--- src/rtl/alu_pkg.sv ---
package alu_pkg;
  localparam int unsigned OP_W = 4;
  localparam int unsigned ST_W = 4;

  localparam logic [OP_W-1:0] OP_OR   = 4'h0;
  localparam logic [OP_W-1:0] OP_AND  = 4'h1;
  localparam logic [OP_W-1:0] OP_NAND = 4'h2;
  localparam logic [OP_W-1:0] OP_NOR  = 4'h3;
  localparam logic [OP_W-1:0] OP_XOR  = 4'h4;
  localparam logic [OP_W-1:0] OP_XNOR = 4'h5;
  localparam logic [OP_W-1:0] OP_ADD  = 4'h6;
  localparam logic [OP_W-1:0] OP_SUB  = 4'h7;
  localparam logic [OP_W-1:0] OP_NOT  = 4'h8;
  localparam logic [OP_W-1:0] OP_INC  = 4'h9;
  localparam logic [OP_W-1:0] OP_DEC  = 4'hA;

  // bit order is part of the port contract
  typedef struct packed {
    logic ovf;
    logic neg;
    logic cry;
    logic zero;
  } alu_status_t;

  function automatic logic is_dyadic(input logic [OP_W-1:0] op);
    return (op <= OP_SUB);
  endfunction
endpackage

--- src/rtl/alu_logic_unit.sv ---
module alu_logic_unit #(
  parameter int unsigned DATA_W = 8
) (
  input  logic [DATA_W-1:0] a_i,
  input  logic [DATA_W-1:0] b_i,
  output logic [DATA_W-1:0] or_o,
  output logic [DATA_W-1:0] and_o,
  output logic [DATA_W-1:0] nand_o,
  output logic [DATA_W-1:0] nor_o,
  output logic [DATA_W-1:0] xor_o,
  output logic [DATA_W-1:0] xnor_o,
  output logic [DATA_W-1:0] not_o
);
  for (genvar i = 0; i < DATA_W; i++) begin : g_bit
    assign or_o[i]   = a_i[i] | b_i[i];
    assign and_o[i]  = a_i[i] & b_i[i];
    assign nand_o[i] = ~(a_i[i] & b_i[i]);
    assign nor_o[i]  = ~(a_i[i] | b_i[i]);
    assign xor_o[i]  = a_i[i] ^ b_i[i];
    assign xnor_o[i] = ~(a_i[i] ^ b_i[i]);
    assign not_o[i]  = ~a_i[i];
  end
endmodule

--- src/rtl/alu_arith_unit.sv ---
module alu_arith_unit #(
  parameter int unsigned DATA_W = 8
) (
  input  logic [DATA_W-1:0] a_i,
  input  logic [DATA_W-1:0] b_i,
  output logic [DATA_W-1:0] sum_o,
  output logic              sum_c_o,
  output logic              sum_v_o,
  output logic [DATA_W-1:0] dif_o,
  output logic              dif_b_o,
  output logic              dif_v_o,
  output logic [DATA_W-1:0] inc_o,
  output logic [DATA_W-1:0] dec_o
);
  localparam int unsigned MSB = DATA_W - 1;
  localparam logic [DATA_W-1:0] ONE = DATA_W'(1);

  logic [DATA_W:0] sum_w;
  logic [DATA_W:0] dif_w;

  assign sum_w = {1'b0, a_i} + {1'b0, b_i};
  assign dif_w = {1'b0, a_i} - {1'b0, b_i};

  assign sum_o   = sum_w[MSB:0];
  assign sum_c_o = sum_w[DATA_W];
  assign sum_v_o = (a_i[MSB] == b_i[MSB]) && (sum_w[MSB] != a_i[MSB]);

  // top bit of widened difference is set exactly when a < b
  assign dif_o   = dif_w[MSB:0];
  assign dif_b_o = dif_w[DATA_W];
  assign dif_v_o = (a_i[MSB] != b_i[MSB]) && (dif_w[MSB] != a_i[MSB]);

  assign inc_o = a_i + ONE;
  assign dec_o = a_i - ONE;
endmodule

--- src/rtl/alu_result_sel.sv ---
module alu_result_sel
  import alu_pkg::*;
#(
  parameter int unsigned DATA_W = 8
) (
  input  logic [OP_W-1:0]   op_i,
  input  logic [DATA_W-1:0] x_i,
  input  logic [DATA_W-1:0] or_i,
  input  logic [DATA_W-1:0] and_i,
  input  logic [DATA_W-1:0] nand_i,
  input  logic [DATA_W-1:0] nor_i,
  input  logic [DATA_W-1:0] xor_i,
  input  logic [DATA_W-1:0] xnor_i,
  input  logic [DATA_W-1:0] not_i,
  input  logic [DATA_W-1:0] sum_i,
  input  logic              sum_c_i,
  input  logic              sum_v_i,
  input  logic [DATA_W-1:0] dif_i,
  input  logic              dif_b_i,
  input  logic              dif_v_i,
  input  logic [DATA_W-1:0] inc_i,
  input  logic [DATA_W-1:0] dec_i,
  output logic [DATA_W-1:0] res_o,
  output alu_status_t       flags_o,
  output logic              dyadic_o
);
  logic cry, ovf;

  always_comb begin
    cry = 1'b0;
    ovf = 1'b0;
    case (op_i)
      OP_OR:   res_o = or_i;
      OP_AND:  res_o = and_i;
      OP_NAND: res_o = nand_i;
      OP_NOR:  res_o = nor_i;
      OP_XOR:  res_o = xor_i;
      OP_XNOR: res_o = xnor_i;
      OP_ADD: begin
        res_o = sum_i;
        cry   = sum_c_i;
        ovf   = sum_v_i;
      end
      OP_SUB: begin
        res_o = dif_i;
        cry   = dif_b_i;
        ovf   = dif_v_i;
      end
      OP_NOT:  res_o = not_i;
      OP_INC:  res_o = inc_i;
      OP_DEC:  res_o = dec_i;
      default: res_o = x_i;
    endcase
  end

  assign flags_o.zero = (res_o == '0);
  assign flags_o.neg  = res_o[DATA_W-1];
  assign flags_o.cry  = cry;
  assign flags_o.ovf  = ovf;
  assign dyadic_o     = is_dyadic(op_i);
endmodule

--- src/rtl/alu_core.sv ---
module alu_core
  import alu_pkg::*;
#(
  parameter int unsigned DATA_W = 8
) (
  input  logic              clk_i,
  input  logic              rst_ni,
  input  logic              valid_i,
  input  logic [3:0]        opcode_i,
  input  logic [DATA_W-1:0] x_i,
  input  logic [DATA_W-1:0] y_i,
  output logic [DATA_W-1:0] result_o,
  output logic [3:0]        status_o
);
  logic [DATA_W-1:0] or_w, and_w, nand_w, nor_w, xor_w, xnor_w, not_w;
  logic [DATA_W-1:0] sum_w, dif_w, inc_w, dec_w, res_w;
  logic              sum_c, sum_v, dif_b, dif_v, dyadic;
  alu_status_t       flags_w, status_q;
  logic [DATA_W-1:0] result_q;

  alu_logic_unit #(.DATA_W(DATA_W)) u_logic (
    .a_i(x_i), .b_i(y_i),
    .or_o(or_w), .and_o(and_w), .nand_o(nand_w), .nor_o(nor_w),
    .xor_o(xor_w), .xnor_o(xnor_w), .not_o(not_w)
  );

  alu_arith_unit #(.DATA_W(DATA_W)) u_arith (
    .a_i(x_i), .b_i(y_i),
    .sum_o(sum_w), .sum_c_o(sum_c), .sum_v_o(sum_v),
    .dif_o(dif_w), .dif_b_o(dif_b), .dif_v_o(dif_v),
    .inc_o(inc_w), .dec_o(dec_w)
  );

  alu_result_sel #(.DATA_W(DATA_W)) u_sel (
    .op_i(opcode_i), .x_i(x_i),
    .or_i(or_w), .and_i(and_w), .nand_i(nand_w), .nor_i(nor_w),
    .xor_i(xor_w), .xnor_i(xnor_w), .not_i(not_w),
    .sum_i(sum_w), .sum_c_i(sum_c), .sum_v_i(sum_v),
    .dif_i(dif_w), .dif_b_i(dif_b), .dif_v_i(dif_v),
    .inc_i(inc_w), .dec_i(dec_w),
    .res_o(res_w), .flags_o(flags_w), .dyadic_o(dyadic)
  );

  always_ff @(posedge clk_i or negedge rst_ni) begin
    if (!rst_ni) begin
      result_q <= '0;
      status_q <= '0;
    end else if (valid_i) begin
      result_q <= res_w;
      if (dyadic) status_q <= flags_w;
    end
  end

  assign result_o = result_q;
  assign status_o = status_q;
endmodule

--- config.mk ---
export PLATFORM = sky130hd
export DESIGN_NAME = alu_core
export DESIGN_NICKNAME = d
export VERILOG_FILES = /design/src/rtl/alu_pkg.sv /design/src/rtl/alu_logic_unit.sv /design/src/rtl/alu_arith_unit.sv /design/src/rtl/alu_result_sel.sv /design/src/rtl/alu_core.sv
export SDC_FILE = /design/constraint.sdc
export NUM_CORES = 1
export LEC_CHECK = 0
export ABC_AREA = 1
export BUFFER_PORTS_ARGS = -buffer_cell sky130_fd_sc_hd__buf_2
export CORE_UTILIZATION = 53
export DETAILED_ROUTE_END_ITERATION = 8
export PLACE_DENSITY = 0.78
export SYNTH_ARGS = -nofsm -noshare
export SYNTH_HDL_FRONTEND = slang
export SYNTH_SLANG_ARGS = --single-unit
--- constraint.sdc ---
create_clock -name clk_i -period 0.8 [get_ports clk_i]
set_clock_uncertainty 0.1 [all_clocks]
set_input_delay 0.16 -clock clk_i [delete_from_list [all_inputs] [get_ports clk_i]]
set_output_delay 0.16 -clock clk_i [all_outputs]
set_load 0.02 [all_outputs]
==> results of run 1 <==
==> kinds of logic after synthesis <==
family / count (synthesis) / synth area share, %
buffers and inverters: 76 / 12.1
AND/OR/NAND/NOR: 270 / 46.4
AO/OA/AOI/OAI: 59 / 13.9
flip-flops: 12 / 12.3
adder cells (fa/ha/maj): 27 / 14.5
XOR/XNOR: 2 / 0.720
==> timing repair <==
item,4_1_cts
gates resized for setup,111
hold endpoints to repair,12
setup buffers,18
hold buffers,1
pin swaps,56
endpoints found under the setup margin,24
==> synthesized netlist by cell type (all sizes together) (2+ instances only) <==
library cell / instances / area (um^2)
a21o: 2 / 15.0
a21oi: 15 / 75.1
a41oi: 3 / 26.3
buf: 3 / 21.3
clkbuf: 3 / 11.3
dfrtp: 12 / 300
fa: 2 / 40.0
ha: 25 / 313
inv: 70 / 263
nand2: 148 / 568
nand3: 44 / 220
nand3b: 2 / 15.0
nand4: 8 / 50.1
nor2: 67 / 269
o211ai: 2 / 15.0
o21ai: 28 / 140
o22ai: 5 / 31.3
xor2: 2 / 17.5
==> metrics by stage <==
step / cells / hold WS [ns] / util (%) / cell area (um^2) / setup slack [ns]
after floorplan: 446 / -0.236 / - / 2570 / -1.04
after global placement: 636 / -0.0629 / 81.4 / 3570 / -1.32
after detailed placement: 636 / -0.0596 / 81.4 / 3570 / -1.37
after CTS: 654 / 0.165 / 93.5 / 4100 / -1.05
==> results.sh, run 1 <==
export IMPL_status="stopped before the end"
export IMPL_lastStage="5_1_grt"
export IMPL_firstError="[ERROR DPL-0038] Utilization greater than 100%, impossible to legalize"
export IMPL_yosysSeqAreaShare_pct=12.3
export IMPL_die_h_um=69.7
export IMPL_io_pins=35
export IMPL_port_buffers=34
export IMPL_synth_cells=446
export IMPL_worst_endpoint_pin_kind="register input"
export IMPL_root_buffer="clkbuf_8"
export IMPL_synthArstFlopShare_pct=100
export IMPL_post_dp_hpwl_um=7390
export IMPL_clockBufferDepth=2
export IMPL_synth_seq_cells=12
export IMPL_die_w_um=69.7
export IMPL_cts_htree_levels=1
export IMPL_place_congestion=0.974
export IMPL_grt_start_max_net_pins=13
export IMPL_netlist_area_um2=2430
export IMPL_synth_top_flop_cell="dfrtp_1"
export IMPL_synth_cell_types=29
export IMPL_clkSinkCount=12
export IMPL_synth_edff_count=0
export IMPL_yosysWarnings=0
export IMPL_timing_grt_repair_worst_endpoint="status_o[0]$_DFFE_PN0P_/D"
export IMPL_cts_buffers=3
export IMPL_synthesis_nets=496
export IMPL_synth_avg_cell_area_um2=5.45
export IMPL_initial_core_util_pct=55.5
export IMPL_rows=24
==> run 2: changes to the inputs <==
CORE_UTILIZATION = 40   (was 53)
PLACE_DENSITY = not set   (was 0.78)
PLACE_DENSITY_LB_ADDON = 0.15   (was not set)
clock period = 1 ns   (was 0.8 ns; I/O delays follow)
==> results.sh, run 2 <==
export IMPL_status="finished, violations left"
export IMPL_violations="design-rule violations, negative setup slack"
export IMPL_die_w_um=80.0
export IMPL_grt_pass1_vias=3409
export IMPL_setup_tns_ns=-10.04
export IMPL_p_sw_share_pct=41.9
export IMPL_initial_core_util_pct=41.3
export IMPL_crit_slowest_cell="fa_2"
export IMPL_cap_violations=0
export IMPL_clkSlewWorstSetupHoldPaths_ns=0.06
export IMPL_worst_slack_ns=-0.934
export IMPL_crit_fanout=3
export IMPL_core_region_area_um2=5890
export IMPL_yosys_area_top_type_share_pct=22.1
export IMPL_power_frac_comb_pct=68.1
export IMPL_antenna_found_initial=0
export IMPL_root_buffer="clkbuf_8"
export IMPL_final_common_cell="buf_4"
export IMPL_end_kind="flip-flop"
export IMPL_dpl_cell_area_um2=3550
export IMPL_tritoncts="yes"
export IMPL_drtPass1Iterations=7
export IMPL_drive_above_1_share_pct=53.2
export IMPL_total_power_uw=3620
export IMPL_clkSinkCount=12
export IMPL_setup_violations=24
export IMPL_synth_common_cells="nand2_1, inv_1, nor2_1, nand3_1, o21ai_0"
export IMPL_yosysWarnings=0
export IMPL_min_period_ns=1.93
export IMPL_synth_avg_cell_area_um2=5.45
export IMPL_grt_start_max_net_pins=13
export IMPL_cp_cell_sequence="buf_12 > ha_4 > inv_4 > fa_2 > inv_2 > nand2_1 > nand3_1 > nand2_1 > nor2_1 > nand3_1 > nor2_1 > nor2_2 > nor2_1 > nand2_1 > nor2_1 > nand4_1 > nand2_1"
export IMPL_multi_input_area_um2=2460
export IMPL_yosysMostFrequentCell="nand2_1"
export IMPL_rsz0062_at_grt="true"
export IMPL_startpoint_type="input pin"
export IMPL_grt_pass1_wl_um=15400
export IMPL_netlist_area_um2=2430
export IMPL_p_switching_uw=1520
export IMPL_wl_um=10800
export IMPL_cpPeakStageDelay_ns=0.39
export IMPL_cts_htree_levels=1
export IMPL_irDropWorstVdd_uv=973
export IMPL_port_buffers=34
export IMPL_fillers=379
export IMPL_slew_headroom_pct=77.8
export IMPL_post_dp_hpwl_um=7140
export IMPL_detail_route_antenna_nets=0
export IMPL_nets=675
export IMPL_synth_seq_cells=12
export IMPL_yosysSeqAreaShare_pct=12.3
export IMPL_yosys_top_cells_area="nand2_1, ha_1, dfrtp_1, inv_1, nor2_1"
export IMPL_p_leak_uw=0.00239
export IMPL_period_share_pct=193
export IMPL_required_ns=1.09
export IMPL_cts_buffers=3
export IMPL_timing_final_hold_violations=0
export IMPL_die_h_um=80.0
export IMPL_p_int_uw=2110
export IMPL_maxSlewViolCount=0
export IMPL_rows=28
export IMPL_insertion_delay_ns=0.24
export IMPL_synth_edff_count=0
export IMPL_fmax_mhz=517
export IMPL_synth_cell_types=29
export IMPL_drt_initial_drc_count=289
export IMPL_diodes=0
export IMPL_die_area_um2=6400
export IMPL_grt_usage_pct=30.8
export IMPL_cp_arrival_ns=2.03
export IMPL_viasPerCell=5.42
export IMPL_worstSetupPathType="input pin to flip-flop"
export IMPL_pre_cts_slack_ns=-1.18
export IMPL_place_congestion=1.03
export IMPL_io_pins=35
export IMPL_overflow=0
export IMPL_worst_pin_slew_ns=0.331
export IMPL_powerDensity_nw_per_um2=762
export IMPL_whs_ns=0.224
export IMPL_synthArstFlopShare_pct=100
export IMPL_seq_area_um2=300
export IMPL_power_clock_fraction_pct=15.1
export IMPL_synthesis_nets=496
export IMPL_wl_per_cell_um=15.4
export IMPL_synth_cells=446
export IMPL_synth_top_flop_cell="dfrtp_1"
export IMPL_largest_reg_flops=8
export IMPL_drc_errors=1
export IMPL_vias=3791
export IMPL_p_seq_share_pct=16.7
export IMPL_mostFrequentLayoutCells="buf_4, nand2_1, nor2_1"
export IMPL_yosysTopAreaCell="nand2_1"
export IMPL_finalInstanceArea_um2=4760
export IMPL_hp_class="input pin to flip-flop"
export IMPL_synthToLayoutAreaGrowth_pct=95.6
export IMPL_clockBufferDepth=2
## run 2: repair_timing
item	in CTS	in global routing
resized for setup	117	115
hold buffers	1	0
endpoints found under the hold margin	12	0
setup endpoints to repair	24	24
buffers inserted	13	32
pin swaps	50	77
## run 2: power by group through the flow
stage	clock network (uW)	registers, uW	logic (uW)
2_1_floorplan	0	674	787
3_3_place_gp	0	590	1570
3_5_place_dp	0	594	1590
4_1_cts	554	601	1960
5_1_grt	579	612	2630
6_report	549	606	2470
## run 2: layout make-up
cell class                      instances  share of cell area (%)
Multi-Input combinational cell        358                    51.7
Timing Repair Buffer                  180                    32.4
Inverter                               70                    6.36
Sequential cell                        12                    6.31
Tap cell                               75                    1.97
Clock buffer                            4                    1.16
## run 2: path summary, 6_finish.rpt
check	startpoint	endpoint	slack, ns	depth (start not counted)
setup reg to reg	result_o[2]	result_o[2]	0.03	4
hold / removal	valid_i	result_o[4]	0.22	4
min in group asynchronous	rst_ni	status_o[1]	0.25	2
setup / recovery	x_i[0]	status_o[0]	-0.93	17
max in group asynchronous	rst_ni	result_o[2]	0.33	2
hold reg to reg	status_o[0]	status_o[0]	0.38	2
## run 2: routing by layer
| layer | global-route usage (%) | part of all wire (%) | vias up |
|---|---|---|---|
| li1 | - | - | 1783 |
| met1 | 39.0 | 39 | 1720 |
| met2 | 52.8 | 48 | 227 |
| met3 | 4.80 | 8.3 | 61 |
| met4 | 10.0 | 4.5 | 0 |
| met5 | 0 | 0 | - |
## run 2: worst max-delay path: cells and delay by family
| family | cells | cell delay (ns) |
|---|---|---|
| adders and majority gates | 2 | 0.54 |
| and+or+nand+nor | 12 | 1.07 |
| buffers and inverters | 3 | 0.22 |
## run 2: cells by family after synthesis
logic type	after synthesis	share of synthesized area, %
adder cells (fa/ha/maj)	27	14.5
buffers and inverters	76	12.1
AND/OR/NAND/NOR	270	46.4
flip-flops	12	12.3
XOR/XNOR	2	0.720
AO/OA/AOI/OAI	59	13.9
## run 2: metrics by stage
stage          instances  utilization (%)
2_1_floorplan        446                -
3_3_place_gp         653             60.4
3_5_place_dp         653             60.4
4_1_cts              671             70.3
5_1_grt              699             80.8
6_report             699             80.8
(Power assumes the default switching activity.)
==> run 3: changes to the inputs <==
==> constraint.sdc (replaced) <==
create_clock -name clk_i -period 2.3 [get_ports clk_i]
set_clock_uncertainty 0.1 [all_clocks]
set_input_delay 0.46 -clock clk_i [delete_from_list [all_inputs] [get_ports clk_i]]
set_output_delay 0.46 -clock clk_i [all_outputs]
set_load 0.1 [all_outputs]
==> results.sh, run 3 (synthesis gave the netlist of run 2 again) <==
export IMPL_insertion_delay_ns=0.24
export IMPL_slew_headroom_pct=67.8
export IMPL_drc_errors=0
export IMPL_grt_start_max_net_pins=14
export IMPL_clkSinkCount=12
export IMPL_status="complete, no violations"
export IMPL_fillers=594
export IMPL_crit_path_end="status_o[0]"
export IMPL_clockBufferDepth=2
export IMPL_p_leak_uw=0.00195
export IMPL_viasPerCell=5.07
export IMPL_whs_ns=0.378
export IMPL_grt_usage_pct=26.9
export IMPL_timing_final_hold_violations=0
export IMPL_wl_per_cell_um=13.1
export IMPL_initial_core_util_pct=41.3
export IMPL_fin_cells=633
export IMPL_startpoint_type="input pin"
export IMPL_maxSlewViolCount=0
export IMPL_cp_arrival_ns=2.31
export IMPL_multi_input_area_um2=1900
export IMPL_cts_buffers=3
export IMPL_setup_violations=0
export IMPL_die_w_um=80.0
export IMPL_r2r_slack_ns=1.54
export IMPL_seq_area_um2=300
export IMPL_drive_above_1_share_pct=25.1
export IMPL_powerDensity_nw_per_um2=388
export IMPL_diodes=0
export IMPL_crit_fanout=3
export IMPL_rsz0062_at_grt="true"
export IMPL_worstSetupPathType="input pin to flip-flop"
export IMPL_min_period_ns=2.22
export IMPL_synthToLayoutAreaGrowth_pct=40.8
export IMPL_vias=3210
export IMPL_tritoncts="yes"
export IMPL_detail_route_antenna_nets=0
export IMPL_place_inst=626
export IMPL_required_ns=2.39
export IMPL_hp_class="flip-flop to flip-flop"
export IMPL_irDropWorstVdd_uv=455
export IMPL_worst_slack_ns=0.0760
export IMPL_end_kind="flip-flop"
export IMPL_io_pins=35
export IMPL_cts_htree_levels=1
export IMPL_place_congestion=0.938
export IMPL_drtPass1Iterations=4
export IMPL_reg2reg_depth=2
export IMPL_grt_pass1_wl_um=13500
export IMPL_drt_initial_drc_count=220
export IMPL_die_area_um2=6400
export IMPL_fmax_mhz=450
export IMPL_r2r_end="status_o[1]"
export IMPL_overflow=0
export IMPL_cap_violations=0
export IMPL_final_common_cell="nand2_1"
export IMPL_largest_reg_flops=8
export IMPL_grt_pass1_vias=2865
export IMPL_wl_um=8270
export IMPL_core_region_area_um2=5890
export IMPL_period_share_pct=96.7
export IMPL_root_buffer="clkbuf_8"
export IMPL_r2r_start="status_o[1]"
export IMPL_die_h_um=80.0
export IMPL_post_dp_hpwl_um=6950
export IMPL_worst_pin_slew_ns=0.486
export IMPL_crit_start="x_i[0]"
export IMPL_pre_cts_slack_ns=-0.245
export IMPL_mostFrequentLayoutCells="nand2_1, buf_4, inv_1"
export IMPL_antenna_found_initial=0
export IMPL_rows=28
export IMPL_clkSlewWorstSetupHoldPaths_ns=0.06
export IMPL_nets=609
export IMPL_port_buffers=34
## run 3: changes by cell type in the layout (fill, tap and decap cells not counted), sizes merged
cell and delta:
inv +2, clkinvlp -2, buf -66
## run 3: final cells by class
class	instances	share of cell area (%)
Clock buffer	4	1.61
Inverter	70	7.74
Multi-Input combinational cell	358	55.4
Sequential cell	12	8.77
Tap cell	75	2.74
Timing Repair Buffer	114	23.8
## run 3: where the power goes
| part | internal (uW) | switching [uW] |
|---|---|---|
| clock network | 152 | 84.5 |
| logic | 282 | 556 |
| registers | 240 | 14.0 |
## run 3: worst max-delay path, stage by stage
cell	delay, ns
buf_8	0.09
inv_4	0.04
ha_4	0.15
fa_1	0.50
inv_1	0.04
nand2_1	0.05
nand2_1	0.06
nor2_1	0.09
nand4_1	0.15
nor2_1	0.16
nand2_1	0.08
nor2_1	0.09
nand2_1	0.05
nor2_1	0.11
nand4_1	0.10
nand2_1	0.08
## run 3: layer usage
metal  global-route usage (%)  vias up  wire (um)
met5                        0        -          0
met4                     5.89        0        104
met3                     3.66       10        455
met2                     43.3      101       3840
met1                     37.7     1455       3870
li1                         -     1644          -
## run 3: worst min-delay path by stage
stage,startpoint,endpoint,slack (ns),cells past startpoint
2_1_floorplan,rst_ni,result_o[0],0.06,0
6_report,result_o[0],result_o[0],0.38,2
3_5_place_dp,rst_ni,result_o[5],0.25,1
5_1_grt,result_o[3],result_o[3],0.41,2
3_3_place_gp,rst_ni,result_o[5],0.25,1
4_1_cts,result_o[0],result_o[0],0.38,2
## run 3: through the flow
step,util (%),total power [uW],area [um^2],TNS (ns)
after global placement,55.3,1060,3250,-0.408
after global routing,58.2,1420,3430,-0.0822
after floorplan,-,772,2430,0
after detailed placement,55.3,1060,3250,-0.667
final,58.2,1330,3430,0
after CTS,56.4,1300,3320,0
## run 3: repair_timing
| item | 4_1_cts | 5_1_grt |
|---|---|---|
| buffers inserted | 0 | 2 |
| resized for setup | 0 | 23 |
| setup endpoints to repair | 0 | 5 |
| endpoints found under the hold margin | 12 | 0 |
| hold buffers | 1 | 0 |
==> run 4: changes to the inputs <==
==> constraint.sdc (replaced) <==
create_clock -name clk_i -period 2.3 [get_ports clk_i]
set_clock_uncertainty 0.1 [all_clocks]
set_input_delay 0.115 -clock clk_i [delete_from_list [all_inputs] [get_ports clk_i]]
set_output_delay 0.115 -clock clk_i [all_outputs]
set_load 0.1 [all_outputs]
==> results.sh, run 4 (synthesis gave the netlist of run 2 again) <==
export IMPL_status="complete, no violations"
export IMPL_nets=552
export IMPL_core_region_area_um2=5890
export IMPL_final_common_cell="nand2_1"
export IMPL_clockBufferDepth=2
export IMPL_antenna_found_initial=0
export IMPL_grt_start_max_net_pins=14
export IMPL_clkSinkCount=12
export IMPL_cts_htree_levels=1
export IMPL_post_dp_hpwl_um=6470
export IMPL_dpl_cell_area_um2=2830
export IMPL_port_buffers=34
export IMPL_required_ns=2.38
export IMPL_setup_tns_ns=0
export IMPL_drive_above_1_share_pct=14.4
export IMPL_cts_buffers=3
export IMPL_powerDensity_nw_per_um2=416
export IMPL_mostFrequentLayoutCells="nand2_1, inv_1, nor2_1"
export IMPL_synthToLayoutAreaGrowth_pct=19.0
export IMPL_cap_violations=0
export IMPL_grt_pass1_vias=2593
export IMPL_place_congestion=0.992
export IMPL_wl_met3_um=387
export IMPL_drc_errors=0
export IMPL_wl_met1_um=3820
export IMPL_cp_common_cell="nand2_1"
export IMPL_slew_headroom_pct=64.0
export IMPL_io_pins=35
export IMPL_crit_fanout=3
export IMPL_die_w_um=80.0
export IMPL_rows=28
export IMPL_die_h_um=80.0
export IMPL_die_area_um2=6400
export IMPL_worst_pin_slew_ns=0.538
export IMPL_wl_per_cell_um=13.4
export IMPL_root_buffer="clkbuf_8"
export IMPL_fillers=633
export IMPL_drt_initial_drc_count=141
export IMPL_post_cts_buffers=0
export IMPL_worst_slack_ns=0.282
export IMPL_rsz0062_at_grt="false"
export IMPL_pre_cts_slack_ns=0.0293
export IMPL_finalInstanceArea_um2=2890
export IMPL_irDropWorstVdd_uv=542
export IMPL_vias=2964
export IMPL_fmax_mhz=496
export IMPL_setup_violations=0
export IMPL_clkSlewWorstSetupHoldPaths_ns=0.05
export IMPL_dr_wl_met2_um=3460
export IMPL_period_share_pct=87.7
export IMPL_crit_slowest_cell="fa_1"
export IMPL_cts_hold_buf=1
export IMPL_cp_arrival_ns=2.10
export IMPL_viasPerCell=5.15
export IMPL_maxUsedRoutingLayer="met4"
export IMPL_cpPeakStageDelay_ns=0.48
export IMPL_worstSetupPathType="input pin to flip-flop"
export IMPL_maxSlewViolCount=0
export IMPL_drtPass1Iterations=5
export IMPL_insertion_delay_ns=0.24
export IMPL_timing_final_hold_violations=0
export IMPL_initial_core_util_pct=41.3
export IMPL_startpoint_type="input pin"
export IMPL_min_period_ns=2.02
export IMPL_grt_pass1_wl_um=12700
export IMPL_total_power_uw=1200
export IMPL_cts_resized_gates=0
export IMPL_overflow=0
export IMPL_grt_usage_pct=25.3
export IMPL_cp_cell_sequence="buf_2 > inv_1 > ha_1 > fa_1 > inv_1 > nand2_1 > nand2_1 > nor2_1 > nand4_1 > nor2_1 > nand2_1 > nor2_1 > nand2_1 > nor2_1 > nand4_1 > nand2_1"
export IMPL_tritoncts="yes"
export IMPL_largest_reg_flops=8
export IMPL_end_kind="flip-flop"
export IMPL_p_leak_uw=0.00167
export IMPL_detail_route_antenna_nets=0
export IMPL_hp_class="input pin to flip-flop"
export IMPL_wl_um=7700
export IMPL_diodes=0
-- run 4: cell count changes in the layout (fill, tap and decap cells not counted), moves of 3 or more --
cell | previous run | this run
buf_2 | 30 | 34
buf_4 | 78 | 22
buf_6 | 3 | 0
ha_1 | 21 | 25
ha_4 | 4 | 0
inv_1 | 64 | 68
inv_2 | 5 | 2
o21ai_0 | 23 | 26
o21ai_1 | 5 | 2
-- run 4: critical path: cells and delay by family --
kind,cells,cell delay (ns)
buf+inv,3,0.25
fa+ha+maj,2,0.74
simple gates,11,0.99
-- run 4: stage by stage --
| step | util, % | cells | hold slack (ns) |
|---|---|---|---|
| 2_1_floorplan | - | 446 | -0.281 |
| 3_3_place_gp | 48.1 | 571 | -0.0992 |
| 3_5_place_dp | 48.1 | 571 | -0.0927 |
| 4_1_cts | 49.2 | 576 | 0.0342 |
| 5_1_grt | 49.2 | 576 | 0.0650 |
| 6_report | 49.2 | 576 | 0.0501 |
-- run 4: area by class of cell --
class	count	area (um^2)	area share (%)
clock buffers	4	55.1	1.90
inverters	70	263	9.08
multi-input cells	358	1840	63.5
flip-flops and latches	12	300	10.4
well taps	75	93.8	3.24
repair buffers	57	345	11.9
-- run 4: power by group --
group / switching [uW] / internal [uW] / leakage (uW)
clock: 76.9 / 151 / 0.0000288
sequential: 13.5 / 240 / 0.000147
combinational: 530 / 193 / 0.00149
-- run 4: layer usage --
| layer | GRT usage (%) | vias to the layer above |
|---|---|---|
| li1 | - | 1529 |
| met1 | 35.7 | 1341 |
| met2 | 42.5 | 90 |
| met3 | 3.20 | 4 |
| met4 | 1.96 | 0 |
| met5 | 0 | - |
-- run 4: path summary, 6_finish.rpt --
path	startpoint	end	slack [ns]	depth (start not counted)
hold reg to reg	result_o[4]	result_o[4]	0.37	2
min in group asynchronous	rst_ni	result_o[4]	0.17	2
setup / recovery	x_i[0]	status_o[0]	0.28	16
setup reg to reg	status_o[3]	status_o[3]	1.54	2
hold / removal	valid_i	result_o[2]	0.05	3
max in group asynchronous	rst_ni	status_o[1]	1.71	2
